--- src/rtl/cra_pkg.sv ---
package cra_pkg;

  typedef enum logic {
    SH_IDLE = 1'b0,
    SH_RUN  = 1'b1
  } sh_state_e;

  function automatic int unsigned idx_w(input int unsigned n);
    return (n > 1) ? $clog2(n) : 1;
  endfunction

endpackage

--- src/rtl/cra_cluster_unit.sv ---
module cra_cluster_unit
  import cra_pkg::*;
#(
  parameter int unsigned N_CORES      = 4,
  parameter int unsigned LOAD_W       = 16,
  parameter int unsigned INTERVAL_CYC = 10000,
  parameter int unsigned FRAC_NUM     = 1,
  parameter int unsigned FRAC_DEN     = 6,
  localparam int unsigned CORE_W      = idx_w(N_CORES)
) (
  input  logic                        clk,
  input  logic                        rst,
  input  logic [N_CORES*LOAD_W-1:0]   core_load,
  output logic                        boundary,
  output logic [N_CORES-1:0]          light_mask,
  output logic [N_CORES*CORE_W-1:0]   light_rank
);

  localparam int unsigned SUM_W  = LOAD_W + CORE_W + 1;
  localparam int unsigned PROD_W = SUM_W + 16;
  localparam int unsigned CNT_W  = $clog2(INTERVAL_CYC + 1);

  logic [CNT_W-1:0]  cnt_q;
  logic [LOAD_W-1:0] ld      [N_CORES];
  logic [SUM_W-1:0]  prefix  [N_CORES];
  logic [CORE_W-1:0] rank    [N_CORES];
  logic [SUM_W-1:0]  total;
  logic [N_CORES-1:0] light_next;

  assign boundary = (cnt_q == CNT_W'(INTERVAL_CYC - 1));

  // Rank each core by (load, core number) and form lightest-first prefix sums.
  always_comb begin
    total = '0;
    for (int i = 0; i < N_CORES; i++) begin
      ld[i] = core_load[i*LOAD_W +: LOAD_W];
      total = total + SUM_W'(ld[i]);
    end
    for (int i = 0; i < N_CORES; i++) begin
      prefix[i] = '0;
      rank[i]   = '0;
      for (int j = 0; j < N_CORES; j++) begin
        logic ahead;
        ahead = (ld[j] < ld[i]) || ((ld[j] == ld[i]) && (j < i));
        if (ahead) rank[i] = rank[i] + CORE_W'(1);
        if (ahead || (j == i)) prefix[i] = prefix[i] + SUM_W'(ld[j]);
      end
      light_next[i] = (PROD_W'(prefix[i]) * PROD_W'(FRAC_DEN)) <=
                      (PROD_W'(total) * PROD_W'(FRAC_NUM));
    end
  end

  always_ff @(posedge clk) begin
    if (rst) begin
      cnt_q      <= '0;
      light_mask <= '0;
      light_rank <= '0;
    end else begin
      cnt_q <= boundary ? '0 : cnt_q + CNT_W'(1);
      if (boundary) begin
        light_mask <= light_next;
        for (int i = 0; i < N_CORES; i++)
          light_rank[i*CORE_W +: CORE_W] <= rank[i];
      end
    end
  end

endmodule

--- src/rtl/cra_shuffler.sv ---
module cra_shuffler
  import cra_pkg::*;
#(
  parameter int unsigned N_CORES     = 4,
  parameter int unsigned SHUFFLE_CYC = 800,
  parameter logic [15:0] LFSR_SEED   = 16'hACE1,
  localparam int unsigned CORE_W     = idx_w(N_CORES)
) (
  input  logic                       clk,
  input  logic                       rst,
  output logic [N_CORES*CORE_W-1:0]  perm_flat
);

  localparam int unsigned RW    = 16;
  localparam int unsigned PCW   = $clog2(SHUFFLE_CYC + 1);

  logic [CORE_W-1:0] perm_q  [N_CORES];
  logic [CORE_W-1:0] work_q  [N_CORES];
  logic [CORE_W-1:0] work_sw [N_CORES];
  logic [CORE_W-1:0] step_q;
  logic [CORE_W-1:0] pick;
  logic [RW-1:0]     lfsr_q;
  logic [RW-1:0]     span;
  logic [RW-1:0]     pick_full;
  logic [PCW-1:0]    pcnt_q;
  logic              fire;
  logic              fb;
  sh_state_e         st_q;

  assign fire = (pcnt_q == PCW'(SHUFFLE_CYC - 1));
  assign fb   = lfsr_q[15] ^ lfsr_q[13] ^ lfsr_q[12] ^ lfsr_q[10];

  // One Fisher-Yates step: swap slot step_q with a random slot in [0, step_q].
  always_comb begin
    span      = RW'(step_q) + RW'(1);
    pick_full = lfsr_q % span;
    pick      = pick_full[CORE_W-1:0];
    for (int k = 0; k < N_CORES; k++) work_sw[k] = work_q[k];
    work_sw[step_q] = work_q[pick];
    work_sw[pick]   = work_q[step_q];
  end

  always_ff @(posedge clk) begin
    if (rst) begin
      pcnt_q <= '0;
      st_q   <= SH_IDLE;
      step_q <= '0;
      lfsr_q <= LFSR_SEED;
      for (int k = 0; k < N_CORES; k++) begin
        perm_q[k] <= CORE_W'(k);
        work_q[k] <= CORE_W'(k);
      end
    end else begin
      lfsr_q <= {lfsr_q[RW-2:0], fb};
      pcnt_q <= fire ? '0 : pcnt_q + PCW'(1);
      case (st_q)
        SH_IDLE: begin
          if (fire && (N_CORES > 1)) begin
            for (int k = 0; k < N_CORES; k++) work_q[k] <= perm_q[k];
            step_q <= CORE_W'(N_CORES - 1);
            st_q   <= SH_RUN;
          end
        end
        SH_RUN: begin
          for (int k = 0; k < N_CORES; k++) work_q[k] <= work_sw[k];
          step_q <= step_q - CORE_W'(1);
          if (step_q == CORE_W'(1)) begin
            for (int k = 0; k < N_CORES; k++) perm_q[k] <= work_sw[k];
            st_q <= SH_IDLE;
          end
        end
        default: st_q <= SH_IDLE;
      endcase
    end
  end

  for (genvar k = 0; k < N_CORES; k++) begin : g_flat
    assign perm_flat[k*CORE_W +: CORE_W] = perm_q[k];
  end

endmodule

--- src/rtl/cra_pick.sv ---
module cra_pick
  import cra_pkg::*;
#(
  parameter int unsigned N_CORES = 4,
  parameter int unsigned Q_DEPTH = 8,
  parameter int unsigned AGE_W   = 8,
  localparam int unsigned CORE_W = idx_w(N_CORES),
  localparam int unsigned IDX_W  = idx_w(Q_DEPTH)
) (
  input  logic [Q_DEPTH-1:0]         req_valid,
  input  logic [Q_DEPTH*CORE_W-1:0]  req_core,
  input  logic [Q_DEPTH-1:0]         req_row_hit,
  input  logic [Q_DEPTH*AGE_W-1:0]   req_age,
  input  logic [N_CORES-1:0]         light_mask,
  input  logic [N_CORES*CORE_W-1:0]  light_rank,
  input  logic [N_CORES*CORE_W-1:0]  perm_flat,
  output logic                       best_valid,
  output logic [IDX_W-1:0]           best_idx
);

  // key = {valid, light, ~rank, row_hit, age}; larger key wins
  localparam int unsigned KEY_W = 1 + 1 + CORE_W + 1 + AGE_W;

  logic [CORE_W-1:0] pos [N_CORES];
  logic [KEY_W-1:0]  key [Q_DEPTH];
  logic [KEY_W-1:0]  best_key;

  // Position of each core inside the heavy-group permutation.
  always_comb begin
    for (int c = 0; c < N_CORES; c++) begin
      pos[c] = '0;
      for (int k = 0; k < N_CORES; k++)
        if (perm_flat[k*CORE_W +: CORE_W] == CORE_W'(c)) pos[c] = CORE_W'(k);
    end
  end

  for (genvar e = 0; e < Q_DEPTH; e++) begin : g_key
    logic [CORE_W-1:0] core;
    logic              lt;
    logic [CORE_W-1:0] rk;
    assign core = req_core[e*CORE_W +: CORE_W];
    assign lt   = light_mask[core];
    assign rk   = lt ? light_rank[core*CORE_W +: CORE_W] : pos[core];
    assign key[e] = {req_valid[e], lt, ~rk, req_row_hit[e],
                     req_age[e*AGE_W +: AGE_W]};
  end

  // Strictly-greater scan keeps the lowest slot on a full tie.
  always_comb begin
    best_key = '0;
    best_idx = '0;
    for (int e = 0; e < Q_DEPTH; e++) begin
      if (key[e] > best_key) begin
        best_key = key[e];
        best_idx = IDX_W'(e);
      end
    end
    best_valid = best_key[KEY_W-1];
  end

endmodule

--- src/rtl/clustered_req_arbiter.sv ---
module clustered_req_arbiter
  import cra_pkg::*;
#(
  parameter int unsigned N_CORES      = 4,
  parameter int unsigned Q_DEPTH      = 8,
  parameter int unsigned LOAD_W       = 16,
  parameter int unsigned AGE_W        = 8,
  parameter int unsigned INTERVAL_CYC = 10000,
  parameter int unsigned SHUFFLE_CYC  = 800,
  parameter int unsigned FRAC_NUM     = 1,
  parameter int unsigned FRAC_DEN     = 6,
  parameter logic [15:0] LFSR_SEED    = 16'hACE1,
  localparam int unsigned CORE_W      = idx_w(N_CORES),
  localparam int unsigned IDX_W       = idx_w(Q_DEPTH)
) (
  input  logic                        clk,
  input  logic                        rst,
  input  logic [Q_DEPTH-1:0]          req_valid,
  input  logic [Q_DEPTH*CORE_W-1:0]   req_core,
  input  logic [Q_DEPTH-1:0]          req_row_hit,
  input  logic [Q_DEPTH*AGE_W-1:0]    req_age,
  input  logic [N_CORES*LOAD_W-1:0]   core_load,
  output logic                        grant_valid,
  output logic [IDX_W-1:0]            grant_idx
);

  logic                       boundary;
  logic [N_CORES-1:0]         light_mask;
  logic [N_CORES*CORE_W-1:0]  light_rank;
  logic [N_CORES*CORE_W-1:0]  perm_flat;
  logic                       best_valid;
  logic [IDX_W-1:0]           best_idx;

  cra_cluster_unit #(
    .N_CORES(N_CORES), .LOAD_W(LOAD_W), .INTERVAL_CYC(INTERVAL_CYC),
    .FRAC_NUM(FRAC_NUM), .FRAC_DEN(FRAC_DEN)
  ) u_cluster (
    .clk(clk), .rst(rst), .core_load(core_load),
    .boundary(boundary), .light_mask(light_mask), .light_rank(light_rank)
  );

  cra_shuffler #(
    .N_CORES(N_CORES), .SHUFFLE_CYC(SHUFFLE_CYC), .LFSR_SEED(LFSR_SEED)
  ) u_shuffle (
    .clk(clk), .rst(rst), .perm_flat(perm_flat)
  );

  cra_pick #(
    .N_CORES(N_CORES), .Q_DEPTH(Q_DEPTH), .AGE_W(AGE_W)
  ) u_pick (
    .req_valid(req_valid), .req_core(req_core), .req_row_hit(req_row_hit),
    .req_age(req_age), .light_mask(light_mask), .light_rank(light_rank),
    .perm_flat(perm_flat), .best_valid(best_valid), .best_idx(best_idx)
  );

  always_ff @(posedge clk) begin
    if (rst) begin
      grant_valid <= 1'b0;
      grant_idx   <= '0;
    end else begin
      grant_valid <= best_valid;
      if (best_valid) grant_idx <= best_idx;
    end
  end

endmodule

--- config.mk ---
export PLATFORM = sky130hd
export DESIGN_NAME = clustered_req_arbiter
export DESIGN_NICKNAME = d
export VERILOG_FILES = /design/src/rtl/cra_pkg.sv /design/src/rtl/cra_cluster_unit.sv /design/src/rtl/cra_shuffler.sv /design/src/rtl/cra_pick.sv /design/src/rtl/clustered_req_arbiter.sv
export SDC_FILE = /design/constraint.sdc
export NUM_CORES = 1
export LEC_CHECK = 0
export BUFFER_PORTS_ARGS = -buffer_cell sky130_fd_sc_hd__buf_2
export CAP_MARGIN = 20
export CORE_MARGIN = 3
export CORE_UTILIZATION = 49
export CTS_CLUSTER_SIZE = 10
export DETAILED_ROUTE_END_ITERATION = 12
export PLACE_DENSITY = 0.71
export RECOVER_POWER = 25
export SYNTH_ARGS = -nofsm -noshare
export SYNTH_HDL_FRONTEND = slang
export SYNTH_SLANG_ARGS = --single-unit
export TNS_END_PERCENT = 30
--- constraint.sdc ---
create_clock -name clk -period 82.5 [get_ports clk]
set_input_delay 16.5 -clock clk [delete_from_list [all_inputs] [get_ports clk]]
set_output_delay 16.5 -clock clk [all_outputs]
set_load 0.02 [all_outputs]
After elaboration in Yosys (flattened, before gate mapping)
Memory sizes are Yosys's and may differ from the RTL's. A register that Yosys moved wholly into a read port is not among the register bits.
Cells that the tools add are included.
{"block": "word_totals", "out_inout_bits": 4, "elab_cells": 308, "input_bits": 162, "n_memories": 2, "ram_bits": 16, "regBits": 59}
{"block": "classes", "div_mod_pow": 1, "reduce_logical": 13, "bitwise": 34, "add_sub_neg": 30, "order_cmp": 48, "multipliers": 4, "shift": 8, "n_mux": 140, "n_eq_ne": 19}
{"memory": "u_shuffle.perm_q", "depth": 4, "word_bits": 2, "rd": 4, "rd_clocked_by_memory_dff": 0, "wr": 4, "line": "cra_shuffler.sv:17", "rtl": "logic [CORE_W-1:0] perm_q [N_CORES];"}
{"memory": "u_shuffle.work_q", "depth": 4, "word_bits": 2, "rd": 6, "rd_clocked_by_memory_dff": 1, "wr": 4, "line": "cra_shuffler.sv:18", "rtl": "logic [CORE_W-1:0] work_q [N_CORES];"}
{"cell": "$lt A16 B16 Y1", "count": 16}
{"cell": "$add A19 B16 Y19", "count": 13}
{"cell": "$mux W19", "count": 9}
{"cell": "$mux W2", "count": 63}
{"cell": "$mux W13", "count": 8}
{"cell": "$eq A16 B16 Y1", "count": 6}
{"cell": "$gt A13 B13 Y1", "count": 7}
{"cell": "$le A22 B19 Y1", "count": 4}
{"cell": "$mul A19 B2 Y21 const B", "count": 4}
{"cell": "$shiftx A8 B4 Y2", "count": 8}
{"cell": "$mux W16", "count": 3}
{"cell": "$bmux W2 S2", "count": 8}
{"cell": "$mux W1", "count": 31}
{"cell": "$ge A3 B3 Y1 const B", "count": 10}
{"cell": "$not A2 Y3", "count": 10}
{"cell": "$add A2 B1 Y2 const B", "count": 12}
{"cell": "$lt A2 B3 Y1 const B", "count": 8}
{"cell": "$add A16 B16 Y17", "count": 1}
{"cell": "$bmux W1 S2", "count": 8}
{"cell": "$bwmux W8", "count": 2}
{"cell": "$mod A16 B16 Y16", "count": 1}
{"cell": "$not A2 Y2", "count": 8}
{"cell": "$add A14 B1 Y14 const B", "count": 1}
{"cell": "$eq A14 B14 Y1 const B", "count": 1}
{"cell": "20 further kinds", "count": 55}

Logic depth before layout (Yosys ltp)
Gate-level depths: netlist (run 1).
An unclocked memory read counts as a cell.
{"block": "logic_depth", "word_depth": 26, "mapped_depth": 150, "ltp_nobuf": 143}

Modules after synthesis
A second synthesis (run 1) with hierarchy kept.
{"block": "unflattened", "cells_unflattened": 4154, "hier_area_um2": 31704.2}
{"mod": "cra_cluster_unit", "area_per_inst_um2": 19417.4, "seq_area_each_um2": 520.5, "n_inst": 1, "cells_per_inst": 2588}
{"mod": "cra_shuffler", "area_per_inst_um2": 7128.1, "seq_area_each_um2": 1101.1, "n_inst": 1, "cells_per_inst": 938}
{"mod": "cra_pick", "area_per_inst_um2": 5031.1, "seq_area_each_um2": 0.0, "n_inst": 1, "cells_per_inst": 617}
{"mod": "clustered_req_arbiter", "area_per_inst_um2": 127.6, "seq_area_each_um2": 80.1, "n_inst": 1, "cells_per_inst": 11}

Least setup slack after synthesis (run 1)
OpenSTA, ideal clock, no wires.
{"block": "synth_path", "path_type": "input port to flip-flop", "start": "input req_core[0]", "end": "register grant_idx[1]", "setup_time_ps": 128, "cell_stages": 139, "required_ps": 82372, "setup_slack_ps": 48227, "arrival_ps": 34146, "path_buffers": 8, "path_cell_list": "clkbuf_1 -> mux4_2 -> inv_1 -> mux4_2 -> mux2i_1 -> inv_1 -> ha_1 -> o21ai_0 -> nand2b_1 -> a21oi_1 -> nor2b_1 -> o21ai_0 -> nand2b_1 -> o31a_1 -> buf_1 -> mux2i_1 -> ha_1 -> o21a_1 -> [... 103 more ...] -> o21a_1 -> o21ai_0 -> nand2b_1 -> a21oi_1 -> nor2b_1 -> o21ai_0 -> nand2b_1 -> a21oi_1 -> nor2b_1 -> o21ai_0 -> nand2b_1 -> a21oi_1 -> nor2b_1 -> o21ai_0 -> nand2b_1 -> mux2i_1 -> mux2i_1 -> nor2_1"}
{"block": "synth_via", "elab_chain_len": 22, "word_cells_on_any_way": 31, "classes_between": "order compare (8); shift (1); mux (20); bitwise (2)"}
{"element": "start: declaration", "line": "clustered_req_arbiter.sv:19", "rtl": "input logic [Q_DEPTH*CORE_W-1:0] req_core,"}
{"element": "$not A2 Y3 (not written as such)", "line": "cra_pick.sv:43", "rtl": "assign rk = lt ? light_rank[core*CORE_W +: CORE_W] : pos[core];"}
{"element": "$bmux W2 S2", "line": "cra_pick.sv:43"}
{"element": "$mux W2 (not written as such) (2 in series)", "line": "cra_pick.sv:43"}
{"element": "$mux W2", "line": "cra_pick.sv:43"}
{"element": "$not A2 Y2", "line": "cra_pick.sv:44", "rtl": "assign key[e] = {req_valid[e], lt, ~rk, req_row_hit[e],"}
{"element": "$gt A13 B1 Y1", "line": "cra_pick.sv:53", "rtl": "if (key[e] > best_key) begin"}
{"element": "$mux W13 *", "line": "cra_pick.sv:53"}
{"element": "$gt A13 B13 Y1", "line": "cra_pick.sv:53"}
{"element": "[... 5 more ...]"}
{"element": "$gt A13 B13 Y1", "line": "cra_pick.sv:53"}
{"element": "$mux W13", "line": "cra_pick.sv:53"}
{"element": "$gt A13 B13 Y1", "line": "cra_pick.sv:53"}
{"element": "$mux W13", "line": "cra_pick.sv:53"}
{"element": "$gt A13 B13 Y1", "line": "cra_pick.sv:53"}
{"element": "$mux W13", "line": "cra_pick.sv:53"}
{"element": "$gt A13 B13 Y1", "line": "cra_pick.sv:53"}
{"element": "$mux W3 / $mux W13 (equally long branches)", "line": "cra_pick.sv:53"}
{"element": "end signal: assignment", "line": "clustered_req_arbiter.sv:62", "rtl": "if (best_valid) grant_idx <= best_idx;"}
{"element": "end: declaration", "line": "clustered_req_arbiter.sv:24", "rtl": "output logic [IDX_W-1:0] grant_idx"}
Mark *: on every way between the ends. The rest lies on a longest branch, timed or not. The select of a mux whose other input is x is not followed.
A chain may end at the register's enable or synchronous reset.

Worst setup path in the final report (run 1)
Same ends and word-level chain as after synthesis.

==> results of run 1 <==
[metal layers]
metal / part of all wire [%] / vias to the layer above / track usage (%)
met5: 0.019 / - / 0
met4: 2.1 / 2 / 5.836
met3: 4.1 / 98 / 1.621
met2: 48 / 604 / 43.03
met1: 46 / 12528 / 32.56
li1: - / 13825 / -
[power by group]
| group | leakage (nW) | internal, mW | total (mW) | switching, mW |
|---|---|---|---|---|
| clock | 0.147 | 0.0226 | 0.0390 | 0.0164 |
| sequential | 0.635 | 0.0402 | 0.0417 | 0.00158 |
| combinational | 13.7 | 0.478 | 1.12 | 0.646 |
| total | 14.5 | 0.540 | 1.20 | 0.664 |
[placed cells by master (no fill, tap or decap), types with 9 or more instances in the layout]
cell       Yosys  layout
a211o_1        9       9
a211oi_1      19      19
a21o_1        75      75
a21oi_1      406     404
a31oi_1       12      12
and2_1        25      25
and3_1        20      20
and4_1        16      16
buf_2          8     165
buf_4          3      14
clkbuf_16      0      10
dfxtp_1       61      61
edfxtp_1      16      16
fa_1          34      34
ha_1         599     599
inv_1        385     385
mux2_2        41      41
mux2i_1       74      74
mux4_2        41      41
nand2_1      190     190
nand2b_1      94      94
nand3_1       59      59
nand4_1       58      58
nor2_1       330     330
nor2b_1       87      87
nor3_1        40      39
nor4_1        12      12
o211ai_1      20      20
o21a_1        39      39
o21ai_0      234     233
o21ai_1       16      16
o21bai_1     169     169
o22ai_1       10      10
o31ai_1       24      24
or2_2         22      22
xnor2_1      234     234
xor2_1        73      73
[through the flow]
| stage | setup slack (ps) | area, sq um |
|---|---|---|
| final | 45990 | 30650 |
| after global routing | 43500 | 30650 |
| after CTS | 46010 | 30650 |
| after detailed placement | 45660 | 30350 |
| after global placement | 46130 | 30350 |
| after floorplan | 48230 | 28800 |
[area by class of cell]
| type | count | area [sq um] | area share [%] |
|---|---|---|---|
| inverter | 386 | 1449 | 4.727 |
| multi-input combinational | 3245 | 25310 | 82.56 |
| sequential | 77 | 1702 | 5.551 |
| clock buffer | 10 | 250.2 | 0.8164 |
| clock inverter | 6 | 51.30 | 0.1674 |
| timing repair buffer | 180 | 934.6 | 3.049 |
| antenna | 1 | 2.502 | 0.008164 |
| tap | 765 | 957.2 | 3.123 |
[sequential cells by signal, summed over array words and instances (netlist names), named ones only]
register,cells
grant_idx,3
grant_valid,1
u_cluster.cnt_q,14
u_cluster.light_mask,4
u_cluster.light_rank,8
u_shuffle.lfsr_q,16
u_shuffle.pcnt_q,10
u_shuffle.perm_q,8
u_shuffle.st_q,1
u_shuffle.step_q,2
u_shuffle.work_q,8
[cell families after synthesis]
| family | synth area share (%) |
|---|---|
| compound gates | 24.58 |
| simple gates | 17.75 |
| fa+ha+maj | 28.42 |
| buf+inv | 6.304 |
| xor+xnor | 9.336 |
| mux | 7.703 |
| flops | 5.908 |
[path summary, 6_finish.rpt]
path	to	slack (ps)	depth (start not counted)
hold / removal	u_cluster.cnt_q[0]	440	1
setup reg to reg	u_shuffle.work_q[2][0]	49350	125
setup / recovery	grant_idx[1]	45990	133
hold reg to reg	u_cluster.cnt_q[0]	440	1
==> results_dict.tcl, run 1 <==
set metrics [dict create \
    die_w_um 248.4 \
    p_leak_nw 14.47 \
    cts_tree "built" \
    period_needed_ps 36510 \
    rows 88 \
    fin_crit_sh_pct 44.26 \
    first_iter_violations 1499 \
    arrival_ps 36670 \
    grt_antenna_before_repair 2 \
    area.growth.synth_to_final_pct 6.434 \
    synth.most_common_cell "ha_1" \
    via_per_inst 5.794 \
    numCtsBuffers 9 \
    cts_resized 0 \
    io_pins 166 \
    crit_fanout 25 \
    gr-total-overflow 0 \
    clkSlewWorstSetupHoldPaths_ps 60 \
    whs_ps 441.7 \
    grt_pass1_wl_um 127200 \
    final_cells 4670 \
    gp_congestion 0.9283 \
    root_buffer "clkbuf_16" \
    worstSetupPathType "in -> reg" \
    ys_seq_area_share_pct 5.908 \
    critical_path.top_delay_family "compound AO/OA/AOI/OAI gates" \
    synth_area_leaders "ha_1 26%, xnor2_1 7.1%, a21oi_1 7.1%, inv_1 5.0%, o21bai_1 4.4%" \
    hold_viol_final 0 \
    n_fill_cell 5709 \
    grt_pass1_vias 25833 \
    maxSlewHeadroom_pct -20.23 \
    synth_nets 4593 \
    syn_avg_cell_area_sq_um 7.583 \
    cts-hold-fix-buffers 0 \
    total_power_mw 1.204 \
    synthFlopType "dfxtp_1" \
    cts_setup_buffers 0 \
    max_stage_delay_ps 670 \
    synth_edf_count 16 \
    start_kind "input pin" \
    cts_sinks 77 \
    drive_gt1_share_pct 9.042 \
    numPlacedInstances 4653 \
    dp_hpwl_um 67780 \
    drv_cap 1 \
    htreeDepth 3 \
    p_per_area_nw_per_um2 39.29 \
    slowest_stage "o31a_1" \
    cts_buffer_depth 2 \
    netlist_area_sq_um 28800 \
    timing.fmax_mhz 27.39 \
    worst_pin_slew_ps 1803 \
    die-area_sq_um 61720 \
    critPathCaptureType "flip-flop" \
    grt_max_degree 42 \
    clk_latency_ps 340 \
    synth_cell_type_count 108 \
    syn_inst 3798 \
    slew_violations 42 \
    firstDrtPassIters 5 \
    crit_path_start "req_core[0]" \
    start_util_pct 49.73 \
    hold_path.startpoint "u_cluster.cnt_q[0]" \
    synth_common_cells "599 x ha_1, 406 x a21oi_1, 385 x inv_1" \
    core_area_sq_um 57920 \
    drtAntennaViolNets 0 \
    skew_ps 9.044 \
    async_flop_share_pct 0 \
    portBuffers 165 \
    fin_tns_setup_ps 0 \
    yosys.area.top_type "ha_1" \
    cp.buffers_inverters 5 \
    synth-seq-cells 77 \
    yosysTopAreaCellShare_pct 26.02 \
    violations "max-capacitance violations, max-slew violations" \
    fin_nets 4694 \
    wl_per_cell_um 16.84 \
    num_vias 27057 \
    status "complete, but fails checks" \
    finalSetupViolations 0 \
    track_usage_pct 24.44 \
    ir_drop_uv 26.75 \
    route.detailed.drc 0 \
    worstReg2RegStart "u_shuffle.step_q[0]" \
    grt_setup_unrepaired "no" \
    hp-class "reg -> reg" \
    yosys_warnings 0 \
    dieHeight_um 248.4 \
    final_util_pct 52.93 \
    drt_wl_total_um 78630 \
    worst_ep_required_time_ps 82660 \
]
Power figures use the tool's default switching activity.
==> inputs of run 2 (changes only) <==
ABC_AREA = 1   (was default)
clock period = 36.8 ns   (was 82.5 ns; I/O delays follow)
==> results_dict.tcl, run 2 <==
set metrics [dict create \
    fin_crit_sh_pct 66.39 \
    slew_violations 0 \
    hp-class "reg -> reg" \
    synth_common_cells "917 x nand2_1, 692 x inv_1, 599 x ha_1" \
    finalSetupViolations 0 \
    root_buffer "clkbuf_16" \
    yosys.area.top_type "ha_1" \
    crit_fanout 18 \
    cp_common_cell "nand2_1" \
    gp_congestion 0.9537 \
    rows 88 \
    numCtsBuffers 9 \
    drv_cap 0 \
    maxSlewHeadroom_pct 24.80 \
    slowest_stage "nor2_1" \
    hold_viol_final 0 \
    die-area_sq_um 61550 \
    core_area_sq_um 57810 \
    top_register "u_shuffle.lfsr_q" \
    largest_reg_flops 16 \
    clk_latency_ps 340 \
    grt_pass1_wl_um 129800 \
    firstDrtPassIters 6 \
    drtAntennaViolNets 0 \
    yosysTopAreaCellShare_pct 26.10 \
    synth_area_leaders "ha_1 26%, nand2_1 12%, inv_1 9.0%, a21oi_1 7.5%, o21ai_0 6.7%" \
    first_iter_violations 1821 \
    fin_nets 5444 \
    synth_mux_area_share_pct 0 \
    start_kind "flip-flop" \
    start_util_pct 49.68 \
    cts_buffer_depth 2 \
    ir_drop_uv 95.68 \
    synth_edf_count 16 \
    period_needed_ps 24430 \
    wl_per_cell_um 14.86 \
    cts_sinks 77 \
    async_flop_share_pct 0 \
    reg_top3 "u_shuffle.lfsr_q (16), u_cluster.cnt_q (14), u_shuffle.pcnt_q (10)" \
    placed_cell_area_sq_um 30320 \
    grt_max_degree 35 \
    final_area_sq_um 30620 \
    p_per_area_nw_per_um2 92.19 \
    syn_avg_cell_area_sq_um 6.325 \
    cts_resized 0 \
    final_cell_mix "917 x nand2_1, 692 x inv_1, 599 x ha_1, 430 x a21oi_1, 384 x o21ai_0" \
    route.detailed.drc 0 \
    io_pins 166 \
    critPathCaptureType "flip-flop" \
    netlist_area_sq_um 28720 \
    arrival_ps 24510 \
    via_per_inst 5.400 \
    timing.fmax_mhz 40.93 \
    synth-adder-area-share_pct 28.47 \
    highest_layer "met4" \
    max_stage_delay_ps 580 \
    cts_setup_buffers 0 \
    worstSetupPathType "reg -> reg" \
    drive_gt1_share_pct 7.005 \
    portBuffers 165 \
    met1Wirelength_um 37260 \
    grt_setup_unrepaired "no" \
    synth-seq-cells 77 \
    yosys.area_share.simple_pct 26.12 \
    dp_hpwl_um 68990 \
    synth_top_family_by_area "adder cells" \
    die_w_um 248.1 \
    ys_seq_area_share_pct 5.925 \
    yosys_warnings 0 \
    synth.most_common_cell "nand2_1" \
    cts-hold-fix-buffers 0 \
    htreeDepth 3 \
    synth_nets 5335 \
    track_usage_pct 25.58 \
    p_leak_nw 16.54 \
    clkSlewWorstSetupHoldPaths_ps 60 \
    final_common_cell "nand2_1" \
    synthFlopType "dfxtp_1" \
    area.growth.synth_to_final_pct 6.614 \
    worst_pin_slew_ps 1128 \
    skew_ps 10.62 \
    num_vias 29290 \
    wl_met2_um 36990 \
    grt_antenna_before_repair 2 \
    syn_inst 4540 \
    status "complete, no violations" \
    synth_xor_area_share_pct 7.381 \
    gr-total-overflow 0 \
    wl_met3_um 3322 \
    synth_compound_area_share_pct 21.58 \
    drt_wl_total_um 80600 \
    cts_tree "built" \
    synth_cell_type_count 67 \
    dieHeight_um 248.1 \
    worst_ep_required_time_ps 36880 \
    grt_pass1_vias 26806 \
    fin_tns_setup_ps 0 \
]
[run 2: cell count changes after synthesis, moves of 87 or more]
| cell | previous run | this run |
|---|---|---|
| o21ai_0 | 234 | 384 |
| nor2b_1 | 87 | 0 |
| o21bai_1 | 169 | 76 |
| xnor2_1 | 234 | 62 |
| nand2_1 | 190 | 917 |
| nand3_1 | 59 | 176 |
| xor2_1 | 73 | 180 |
| nand2b_1 | 94 | 0 |
| inv_1 | 385 | 692 |
[run 2: through the flow]
step	setup WS, ps	power [mW]	hold WS [ps]	utilization (%)	instances
3_3_place_gp	13230	2.691	431.4	52.45	5403
2_1_floorplan	15150	2.170	417.6	-	4540
4_1_cts	12430	2.822	451.1	52.95	5419
3_5_place_dp	12520	2.722	438.4	52.45	5403
5_1_grt	8873	3.230	461.2	52.95	5421
6_report	12370	2.822	447.2	52.97	5424
[run 2: cell families after synthesis]
| family | after synthesis |
|---|---|
| adders and majority gates | 633 |
| xor gates and xnor gates | 242 |
| AOI/OAI and AO/OA | 1094 |
| and+or+nand+nor | 1695 |
| DFF | 77 |
| buffers and inverters | 799 |
[run 2: path summary, 6_finish.rpt]
kind / slack, ps / to / cells after the start / startpoint
setup reg to reg: 12370 / u_shuffle.perm_q[2][0] / 161 / u_shuffle.step_q[1]
hold / removal: 450 / u_cluster.cnt_q[0] / 1 / u_cluster.cnt_q[0]
setup / recovery: 12370 / u_shuffle.perm_q[2][0] / 161 / u_shuffle.step_q[1]
hold reg to reg: 450 / u_cluster.cnt_q[0] / 1 / u_cluster.cnt_q[0]
[run 2: final cells by class]
class,instances,area (sq um)
Multi-Input combinational cell,3664,24020
Timing Repair Buffer,182,950.9
Inverter,715,2685
Fill cell,5938,27190
Antenna cell,5,12.51
Sequential cell,77,1702
Clock buffer,12,257.7
Tap cell,765,957.2
Clock inverter,4,28.78
[run 2: critical path, delay by kind of cell, from the launching register on]
kind	cells	cell delay [ps]
and+or+nand+nor	84	10910
DFF	1	390
adders and majority gates	16	4870
buffers and inverters	31	2900
AOI/OAI and AO/OA	30	5060
[run 2: power breakdown]
group	total, mW	internal [mW]	switching [mW]
combinational	2.64	0.974	1.67
sequential	0.0931	0.0903	0.00280
clock	0.0853	0.0499	0.0353
total	2.82	1.11	1.71
[run 2: layer usage]
layer	up-vias	track usage, %
li1	15486	-
met1	13052	33.86
met2	629	44.12
met3	123	1.410
met4	0	9.061
met5	-	0
==> inputs of run 3 (changes only) <==
clock period = 23.1 ns   (was 36.8 ns; I/O delays follow)
==> results_dict.tcl, run 3 (synthesis results as in run 2) <==
set metrics [dict create \
    clk_latency_ps 340 \
    io_pins 166 \
    grt_pass1_vias 26209 \
    dp_hpwl_um 68320 \
    worst_ep_required_time_ps 23190 \
    final_cells 5451 \
    die_w_um 248.1 \
    p_leak_nw 16.70 \
    finalSetupViolations 0 \
    slew_violations 0 \
    fin_ws_ps 1911 \
    maxSlewHeadroom_pct 44.78 \
    final_common_cell "nand2_1" \
    cts_sinks 77 \
    area.growth.synth_to_final_pct 7.838 \
    cp_common_cell "nand2_1" \
    final_util_pct 53.57 \
    num_vias 29451 \
    final_area_sq_um 30970 \
    top_register "u_shuffle.lfsr_q" \
    drv_cap 0 \
    rows 88 \
    max_stage_delay_ps 380 \
    hp-class "reg -> reg" \
    fin_crit_sh_pct 91.73 \
    p_per_area_nw_per_um2 148.0 \
    gp_congestion 0.9363 \
    worst_pin_slew_ps 820.8 \
    start_util_pct 49.68 \
    clkSlewWorstSetupHoldPaths_ps 60 \
    numCtsBuffers 9 \
    hold_viol_final 0 \
    drtAntennaViolNets 0 \
    cts_tree "built" \
    ir_drop_uv 143.8 \
    crit_fanout 10 \
    start_kind "flip-flop" \
    whs_ps 450.9 \
    drt_wl_total_um 80620 \
    first_iter_violations 1736 \
    root_buffer "clkbuf_16" \
    die-area_sq_um 61550 \
    skew_ps 6.000 \
    final_cell_mix "914 x nand2_1, 689 x inv_1, 599 x ha_1, 425 x a21oi_1, 380 x o21ai_0" \
    htreeDepth 3 \
    largest_reg_flops 16 \
    wl_per_cell_um 14.79 \
    timing.fmax_mhz 47.19 \
    via_per_inst 5.403 \
    grt_pass1_wl_um 127000 \
    slowest_stage "ha_1" \
    numPlacedInstances 5406 \
    grt_antenna_before_repair 2 \
    gr-total-overflow 0 \
    reg_top3 "u_shuffle.lfsr_q (16), u_cluster.cnt_q (14), u_shuffle.pcnt_q (10)" \
    cts_buffer_depth 2 \
    period_needed_ps 21190 \
    status "complete, no violations" \
    route.detailed.drc 0 \
    critPathCaptureType "flip-flop" \
    cts-hold-fix-buffers 0 \
    portBuffers 165 \
    core_area_sq_um 57810 \
    arrival_ps 21280 \
    grt_max_degree 35 \
    firstDrtPassIters 5 \
    dieHeight_um 248.1 \
    place_ws_ps -426.5 \
    placed_cell_area_sq_um 30340 \
    drive_gt1_share_pct 8.241 \
    track_usage_pct 25.04 \
    fin_nets 5474 \
    worstSetupPathType "reg -> reg" \
]
run 3: cell count changes in the layout (fill, tap and decap cells not counted), moves of 4 or more:
cell     before  now
a21oi_1     430  425
a21oi_2       4    8
buf_4        17   47
nor2_1      345  336
nor2_4       12   20
o21ai_0     384  380
run 3: report_power, final:
| part | internal, mW | switching [mW] | leakage, nW |
|---|---|---|---|
| clock network | 0.0745 | 0.0612 | 0.139 |
| registers | 0.144 | 0.00439 | 0.629 |
| logic | 1.58 | 2.71 | 15.9 |
run 3: path summary, 6_finish.rpt:
| path | start | to | slack (ps) | cells past startpoint |
|---|---|---|---|---|
| max | u_shuffle.step_q[0] | u_shuffle.perm_q[0][1] | 1910 | 163 |
| min | u_shuffle.pcnt_q[0] | u_shuffle.pcnt_q[0] | 450 | 1 |
| max reg2reg | u_shuffle.step_q[0] | u_shuffle.perm_q[0][1] | 1910 | 163 |
| min reg2reg | u_shuffle.pcnt_q[0] | u_shuffle.pcnt_q[0] | 450 | 1 |
run 3: worst max-delay path, delay by kind of cell, from the launching register on:
family | cells | cell delay [ps]
AND/OR/NAND/NOR | 86 | 9140
adder cells (fa/ha/maj) | 16 | 4640
AO/OA/AOI/OAI | 28 | 4160
buffers and inverters | 33 | 2650
flip-flops | 1 | 370
run 3: area by class of cell:
| cell class | instances | area (sq um) |
|---|---|---|
| Timing Repair Buffer | 212 | 1177 |
| Clock buffer | 9 | 225.2 |
| Tap cell | 765 | 957.2 |
| Multi-Input combinational cell | 3664 | 24160 |
| Sequential cell | 77 | 1703 |
| Inverter | 715 | 2685 |
| Antenna cell | 2 | 5.005 |
| Clock inverter | 7 | 56.30 |
| Fill cell | 5898 | 26840 |
run 3: through the flow:
| step | setup TNS (ps) | power, mW |
|---|---|---|
| final | 0 | 4.582 |
| after detailed placement | -5749 | 4.353 |
| after CTS | 0 | 4.514 |
| after global placement | 0 | 4.285 |
| after floorplan | 0 | 3.457 |
| after global routing | -601.9 | 5.196 |
run 3: repair_timing:
| item | 4_1_cts | 5_1_grt |
|---|---|---|
| gates resized for setup | 4 | 38 |
| buffers inserted | 0 | 27 |
| pin swaps | 0 | 20 |
| hold endpoints to repair | 0 | 0 |
| endpoints found under the setup margin | 16 | 16 |
run 3: routing by layer:
metal	global-route usage, %	routed length, um
met1	33.74	37370
met2	44.19	38430
met3	1.561	3315
met4	4.932	1505
met5	0	0
